[src/rtl/sdg_pkg.sv]
package sdg_pkg;
  typedef enum logic [1:0] {
    LS_INV = 2'b00,
    LS_SHR = 2'b01,
    LS_CLX = 2'b10,
    LS_DTY = 2'b11
  } lineState_e;

  // Strobes from control to datapath, registered there.
  typedef struct packed {
    logic       startDirty;
    logic       updEn;
    lineState_e updState;
    logic       refillEn;
    lineState_e refillState;
    logic       stall;
  } gateCmd_t;
endpackage

[src/rtl/sdg_mode.sv]
module sdg_mode (
  input  logic       clk,
  input  logic       rstN,
  input  logic       bootDelayCfg,
  input  logic       userDelayEn,
  input  logic [1:0] reqPriv,
  output logic       delayActive
);
  logic bootLatch;

  // Boot bit is captured only while reset is held; read-only afterwards.
  always_ff @(posedge clk) begin
    if (!rstN) bootLatch <= bootDelayCfg;
  end

  // Upper privilege bit set means user mode.
  always_comb begin
    if (reqPriv[1]) delayActive = userDelayEn;
    else            delayActive = bootLatch;
  end
endmodule

[src/rtl/sdg_ctrl.sv]
module sdg_ctrl
  import sdg_pkg::*;
(
  input  logic       reqValid,
  input  logic       reqIsStore,
  input  logic       reqIsNcLoad,
  input  logic       reqOldest,
  input  logic [1:0] lineState,
  input  logic       delayActive,
  input  logic       dirtyBusy,
  input  logic       squash,
  output gateCmd_t   cmd
);
  lineState_e curState;
  assign curState = lineState_e'(lineState);

  always_comb begin
    cmd = '0;
    if (reqValid) begin
      if (reqIsStore) begin
        unique case (curState)
          LS_DTY: ; // already dirty: nothing to do
          LS_INV: begin
            cmd.refillEn    = 1'b1;
            cmd.refillState = delayActive ? LS_CLX : LS_DTY;
            cmd.stall       = delayActive;
          end
          LS_SHR: begin
            cmd.updEn    = 1'b1;
            cmd.updState = delayActive ? LS_CLX : LS_DTY;
            cmd.stall    = delayActive;
          end
          LS_CLX: begin
            if (!delayActive) begin
              cmd.updEn    = 1'b1;
              cmd.updState = LS_DTY;
            end else if (reqOldest && !dirtyBusy && !squash) begin
              cmd.startDirty = 1'b1;
            end else begin
              cmd.stall = 1'b1;
            end
          end
          default: ;
        endcase
      end else begin
        if (reqIsNcLoad && !reqOldest) begin
          cmd.stall = 1'b1;
        end else if (curState == LS_INV) begin
          cmd.refillEn    = 1'b1;
          cmd.refillState = LS_SHR;
        end
      end
    end
  end
endmodule

[src/rtl/sdg_datapath.sv]
module sdg_datapath
  import sdg_pkg::*;
#(
  parameter int TAG_W     = 4,
  parameter int DIRTY_LAT = 10
) (
  input  logic             clk,
  input  logic             rstN,
  input  gateCmd_t         cmd,
  input  logic [TAG_W-1:0] reqTag,
  input  logic             squash,
  output logic             updValid,
  output logic [1:0]       updState,
  output logic             refillValid,
  output logic [1:0]       refillState,
  output logic             stall,
  output logic             dirtySetValid,
  output logic [TAG_W-1:0] dirtySetTag,
  output logic             dirtyBusy
);
  localparam int CNT_W = $clog2(DIRTY_LAT + 1);
  localparam logic [CNT_W-1:0] CNT_LOAD = CNT_W'(DIRTY_LAT);
  localparam logic [CNT_W-1:0] CNT_ONE  = CNT_W'(1);

  logic [CNT_W-1:0] waitCnt;

  always_ff @(posedge clk) begin
    if (!rstN) begin
      updValid    <= 1'b0;
      updState    <= 2'b00;
      refillValid <= 1'b0;
      refillState <= 2'b00;
      stall       <= 1'b0;
    end else begin
      updValid    <= cmd.updEn;
      updState    <= cmd.updEn ? cmd.updState : 2'b00;
      refillValid <= cmd.refillEn;
      refillState <= cmd.refillEn ? cmd.refillState : 2'b00;
      stall       <= cmd.stall;
    end
  end

  always_ff @(posedge clk) begin
    if (!rstN) begin
      waitCnt       <= '0;
      dirtySetValid <= 1'b0;
      dirtySetTag   <= '0;
    end else begin
      dirtySetValid <= 1'b0;
      if (squash) begin
        waitCnt <= '0;
      end else if (cmd.startDirty) begin
        waitCnt     <= CNT_LOAD;
        dirtySetTag <= reqTag;
      end else if (waitCnt != '0) begin
        waitCnt <= waitCnt - CNT_ONE;
        if (waitCnt == CNT_ONE) dirtySetValid <= 1'b1;
      end
    end
  end

  assign dirtyBusy = (waitCnt != '0);
endmodule

[src/rtl/spec_dirty_gate.sv]
module spec_dirty_gate
  import sdg_pkg::*;
#(
  parameter int TAG_W     = 4,
  parameter int DIRTY_LAT = 10
) (
  input  logic             clk,
  input  logic             rstN,
  input  logic             bootDelayCfg,
  input  logic             userDelayEn,
  input  logic             reqValid,
  input  logic             reqIsStore,
  input  logic             reqIsNcLoad,
  input  logic [1:0]       reqPriv,
  input  logic             reqOldest,
  input  logic [TAG_W-1:0] reqTag,
  input  logic [1:0]       lineState,
  input  logic             squash,
  output logic             updValid,
  output logic [1:0]       updState,
  output logic             refillValid,
  output logic [1:0]       refillState,
  output logic             stall,
  output logic             dirtySetValid,
  output logic [TAG_W-1:0] dirtySetTag,
  output logic             dirtyBusy
);
  logic     delayActive;
  gateCmd_t gateCmd;

  sdg_mode u_mode (
    .clk(clk), .rstN(rstN), .bootDelayCfg(bootDelayCfg),
    .userDelayEn(userDelayEn), .reqPriv(reqPriv), .delayActive(delayActive)
  );

  sdg_ctrl u_ctrl (
    .reqValid(reqValid), .reqIsStore(reqIsStore), .reqIsNcLoad(reqIsNcLoad),
    .reqOldest(reqOldest), .lineState(lineState), .delayActive(delayActive),
    .dirtyBusy(dirtyBusy), .squash(squash), .cmd(gateCmd)
  );

  sdg_datapath #(.TAG_W(TAG_W), .DIRTY_LAT(DIRTY_LAT)) u_dp (
    .clk(clk), .rstN(rstN), .cmd(gateCmd), .reqTag(reqTag), .squash(squash),
    .updValid(updValid), .updState(updState), .refillValid(refillValid),
    .refillState(refillState), .stall(stall), .dirtySetValid(dirtySetValid),
    .dirtySetTag(dirtySetTag), .dirtyBusy(dirtyBusy)
  );
endmodule

[config.mk]
export PLATFORM = sky130hd
export DESIGN_NAME = spec_dirty_gate
export DESIGN_NICKNAME = d
export VERILOG_FILES = /design/src/rtl/sdg_pkg.sv /design/src/rtl/sdg_mode.sv /design/src/rtl/sdg_ctrl.sv /design/src/rtl/sdg_datapath.sv /design/src/rtl/spec_dirty_gate.sv
export SDC_FILE = /design/constraint.sdc
export NUM_CORES = 1
export LEC_CHECK = 0
export CORE_MARGIN = 2
export CORE_UTILIZATION = 41
export DETAILED_ROUTE_END_ITERATION = 8
export PLACE_DENSITY = 0.77
export SKIP_CTS_REPAIR_TIMING = 1
export SLEW_MARGIN = 5
export SYNTH_ARGS = -nofsm -noshare
export SYNTH_HDL_FRONTEND = slang
export SYNTH_HIERARCHICAL = 1
export SYNTH_SLANG_ARGS = --single-unit
export TNS_END_PERCENT = 10
[constraint.sdc]
create_clock -name clk -period 2.6 [get_ports clk]
set_clock_uncertainty 0.05 [all_clocks]
set_input_delay 0.39 -clock clk [delete_from_list [all_inputs] [get_ports clk]]
set_output_delay 0.39 -clock clk [all_outputs]
set_load 0.01 [all_outputs]
# ---- After elaboration in Yosys (flattened, before gate mapping)
# Cells that the tools add are included.
dict set report totals {
  ff_bits 17
  inputBits 17
  wordCells 54
}
dict set report classes {
  eq_ne 3
  n_reduce_logical 17
  n_mux 20
  n_addsub 1
  n_bitwise 3
}
# operator count
set op_table {}
lappend op_table {{4-bit 2-to-1 mux} 4}
lappend op_table {{3-bit 2-to-1 mux} 4}
lappend op_table {{1-bit 2-to-1 mux} 9}
lappend op_table {{8-bit 2-to-1 mux} 1}
lappend op_table {{3-bit one-hot mux with 2 select lines} 1}
lappend op_table {{4-bit by 1-bit == test with 1-bit output, second input constant} 1}
lappend op_table {{2-bit AND reduction} 2}
lappend op_table {{4-bit AND reduction} 1}
lappend op_table {{4-bit nonzero test} 1}
lappend op_table {{2-bit OR reduction} 2}
lappend op_table {{4-bit OR reduction} 1}
lappend op_table {{4-bit by 1-bit subtractor with 4-bit output, second input constant} 1}
lappend op_table {{1-bit logical AND} 3}
lappend op_table {{1-bit logical NOT} 3}
lappend op_table {{1-bit NOT} 3}
lappend op_table {{3-bit AND reduction} 1}
lappend op_table {{3-bit OR reduction} 1}
lappend op_table {{2-bit by 1-bit == test with 1-bit output, second input constant} 1}
lappend op_table {{2-bit == test, second input constant} 1}
lappend op_table {{2-bit logical NOT} 1}
lappend op_table {{1-bit one-hot mux with 2 select lines} 1}
lappend op_table {{2-bit nonzero test} 1}

# ---- Logic depth before layout (Yosys ltp)
dict set report logic_depth {
  depth_word 10
  ltp_mapped 8
  mapped_depth_nobuf 7
}

# ---- Modules after synthesis
# The synthesis kept the hierarchy.
# module seq_area_each_um2 area_per_inst_um2 cells_each n_inst
set modules_own_cells {}
lappend modules_own_cells {sdg_datapath 320.3 539.3 51 1}
lappend modules_own_cells {sdg_ctrl 0.0 176.4 26 1}
lappend modules_own_cells {sdg_mode 30.0 48.8 3 1}

# ---- Worst setup path before layout
# No wires, ideal clock.
dict set report synth_timing {
  kind {register -> register}
  startpoint {reg u_dp.waitCnt[1]}
  endpoint {reg u_dp.dirtySetTag[0]}
  arrival_ns 2.051
  path_stages_with_launch 9
  slack_ns 0.383
  t_required_ns 2.434
  path_cell_list {dfxtp_1 -> nor2_1 -> nand2_1 -> or3b_2 -> nor3_1 -> and2b_1 -> buf_6 -> mux2i_1 -> nor2b_1}
}
# item line_no
set synth_lines {}
lappend synth_lines {{from (decl)} sdg_datapath.sv:25} ;# logic [CNT_W-1:0] waitCnt;
lappend synth_lines {{from (signal assigned)} sdg_datapath.sv:56} ;# waitCnt <= waitCnt - CNT_ONE;
lappend synth_lines {{to (signal assigned)} sdg_datapath.sv:54} ;# dirtySetTag <= reqTag;
lappend synth_lines {{to (decl)} sdg_datapath.sv:18} ;# output logic [TAG_W-1:0] dirtySetTag,

==> metrics.md <==
| Metric | Value |
|---|---|
| Clock Tree Buf Depth | `2` |
| Synthesized Nets | `101` |
| DRT Wirelength | `1.46 mm` |
| Post-Syn Area | `764 um2` |
| First-pass GRT wire length | `2.46 mm` |
| Syn avg cell area | `9.56 um2` |
| Buf/Inv on CP | `0` |
| Grt ovf | `0` |
| CP max-delay cell | `or3b_2` |
| Final weighted congestion in routability-driven placement | `0.871` |
| Lkg Pwr | `0.433 nW` |
| Outcome | `finished clean` |
| Critical-path cell list | `nor2_1 -> nand2_1 -> or3b_2 -> nor3_1 -> and2b_1 -> mux2i_1 -> nor2b_1` |
| Die H | `47.2 um` |
| Clk sink count | `17` |
| Area grow syn2layout | `42.2%` |
| Final nets | `132` |
| Min Tclk post-route | `2.09 ns` |
| Crit path launch type | `register` |
| TritonCTS Buffers | `3` |
| Largest net degree at the start of global routing | `14` |
| Via density | `4.90` |
| Die outline width | `47.2 um` |
| Vias in the first global route | `626` |
| Global routing usage on met1 | `17.4%` |
| HPWL after DPL | `1.17 mm` |
| GRT busiest layer | `met2` |
| Maximum fanout along the worst path | `6` |
| Grt met3 use | `2.31%` |
| Slew of the pin with the lowest slew margin | `0.359 ns` |
| CP endpoint kind | `register` |
| Distinct cells, synth | `27` |
| # fillers | `156` |
| Design area | `0.00109 mm2` |
| Initial DRC count | `12` |
| Share of cells above drive strength 1 | `7.27%` |
| Core footprint | `0.00175 mm2` |
| Wire per inst | `10.8 um` |
| Pwr/cell area | `419 mW/mm2` |
| Min-delay worst type | `reg -> reg` |
| DR vias | `662` |
| Fmax | `0.479 GHz` |
| CTS HTree Levels | `1` |
| First drt pass iteration count | `4` |
| Post-place instance area | `0.00106 mm2` |
| Critical path's largest stage delay | `0.49 ns` |
| Util after Layout | `62.3%` |
| Synth warnings | `6` |
| Initial core utilization | `43.8%` |
| WP data required | `2.72 ns` |
| Synth Register Bits | `17` |
| TritonCTS clock tree | `done` |
| GR Layer Usage met2 | `29.0%` |
| Diode count | `0` |
| CP delay by family, top | `simple AND/OR/NAND/NOR gates` |
| Max Slew Vio Count | `0` |
| Cells after Synth | `80` |
| Clock root buffer | `clkbuf_4` |
| Num ports | `30` |
| RSZ-0062 raised after global routing | `no` |
| Clk slew on worst S/H paths | `0.09 ns` |
| CP arrival | `2.21 ns` |
| Rows | `15` |
| # Max-Cap Violations | `0` |
| Die Area | `0.00223 mm2` |
| Routed Antenna Nets | `0` |
| Period utilization | `80.4%` |
| Post-synthesis sequential area ratio | `45.8%` |
| CP Class | `reg -> reg` |
| Endpoints failing hold | `0` |
| Global-route usage over all layers | `15.8%` |
| VDD IR max | `224 uV` |
| PortBufs | `28` |
| Setup violations, final | `0` |
| DRC Markers | `0` |
| Clk Latency, worst-skew pair | `0.27 ns` |
| Final TNS setup | `0 ns` |
| Worst rel slew slack | `76.0%` |
| Initial antenna violation count | `0` |
[per-layer routing]
| metal | vias to the layer above | share of wire, % |
|---|---|---|
| met3 | 2 | 6.7 |
| met4 | 0 | 1.3 |
| li1 | 334 | - |
| met5 | - | 0 |
| met2 | 28 | 51 |
| met1 | 298 | 41 |
[where the power goes]
group          switching, mW  internal [mW]
clock                 0.0720         0.0594
sequential          0.000719          0.265
combinational         0.0227         0.0355
total                 0.0954          0.360
[final timing paths]
check | end | from | depth (start not counted) | slack (ns)
min | u_dp/dirtySetValid$_SDFF_PP0_ | u_dp/waitCnt[0]$_SDFFE_PP0P_ | 2 | 0.46
min reg2reg | u_dp/dirtySetValid$_SDFF_PP0_ | u_dp/waitCnt[0]$_SDFFE_PP0P_ | 2 | 0.46
max | u_dp/dirtySetTag[1]$_SDFFE_PN0P_ | u_dp/waitCnt[0]$_SDFFE_PP0P_ | 7 | 0.51
max reg2reg | u_dp/dirtySetTag[1]$_SDFFE_PN0P_ | u_dp/waitCnt[0]$_SDFFE_PP0P_ | 7 | 0.51
[layout make-up]
| cell class | instances | area (um2) | area share, % |
|---|---|---|---|
| clock buffer | 4 | 26.3 | 2.42 |
| inverter | 5 | 18.8 | 1.73 |
| multi-input combinational | 55 | 373 | 34.3 |
| timing repair buffer | 29 | 288 | 26.5 |
| tap | 25 | 31.3 | 2.88 |
| sequential | 17 | 350 | 32.2 |
[cells in the final DEF (no fill, tap or decap), drive strengths merged, types with 2 or more instances in the layout]
cell type | Yosys | final
dfxtp | 16 | 16
ha | 4 | 4
o21ai | 2 | 2
clkdlybuf4s50 | 0 | 28
nor2b | 4 | 4
inv | 5 | 5
and3 | 6 | 6
and2 | 4 | 4
nor3 | 5 | 5
clkbuf | 1 | 4
nor4 | 2 | 2
nand2 | 5 | 5
nor2 | 6 | 6
a21oi | 3 | 3
mux2i | 4 | 4
or3b | 2 | 2
[state kept, by name (all words and copies together) (netlist names)]
signal and flops:
u_dp/dirtySetTag 4, u_dp/waitCnt 4, u_dp/refillState 2, u_dp/updState 2, u_dp/dirtySetValid 1, u_dp/refillValid 1, u_dp/stall 1, u_dp/updValid 1
u_mode/bootLatch 1
[worst min-delay path, stage by stage (launching register included)]
cell     delay, ns
dfxtp_1       0.36
nand2_1       0.08
nor3_1        0.04
[Yosys cell counts]
cell type / n / share of area [%]
inv_1: 5 / 2.5
nor2b_1: 4 / 3.3
clkbuf_1: 1 / 0.49
buf_6: 1 / 1.5
nor3_1: 5 / 3.3
a311oi_2: 1 / 2.0
or3b_2: 1 / 1.1
and3_1: 6 / 4.9
or3b_4: 1 / 1.5
nor4_1: 2 / 1.6
nand2b_1: 1 / 0.82
a21oi_1: 3 / 2.0
nand2_1: 5 / 2.5
ha_1: 4 / 6.5
nand3_1: 1 / 0.65
mux2i_1: 4 / 5.2
o21ai_0: 2 / 1.3
and2b_1: 1 / 0.98
mux2_4: 1 / 2.0
nor2_1: 6 / 2.9
buf_4: 1 / 0.98
and2_1: 4 / 3.3
edfxtp_1: 1 / 3.9
dfxtp_1: 16 / 42
nand3b_1: 1 / 0.98
a211oi_1: 1 / 0.98
o21a_1: 1 / 0.98
[stage by stage]
stage / total power [mW] / cells / setup WS [ns] / hold WS (ns)
2_1_floorplan: 0.298 / 80 / 0.383 / 0.411
3_3_place_gp: 0.328 / 131 / 0.291 / 0.432
3_5_place_dp: 0.330 / 131 / 0.222 / 0.452
4_1_cts: 0.461 / 135 / 0.482 / 0.468
5_1_grt: 0.480 / 135 / 0.360 / 0.524
6_report: 0.456 / 135 / 0.511 / 0.465
[logic make-up after synthesis]
family	synth area share (%)
and+or+nand+nor	27.8
DFF	45.8
AOI/OAI and AO/OA	7.20
buffers and inverters	5.40
muxes	7.20
adders and majority gates	6.55
Power figures use the tool's default switching activity.
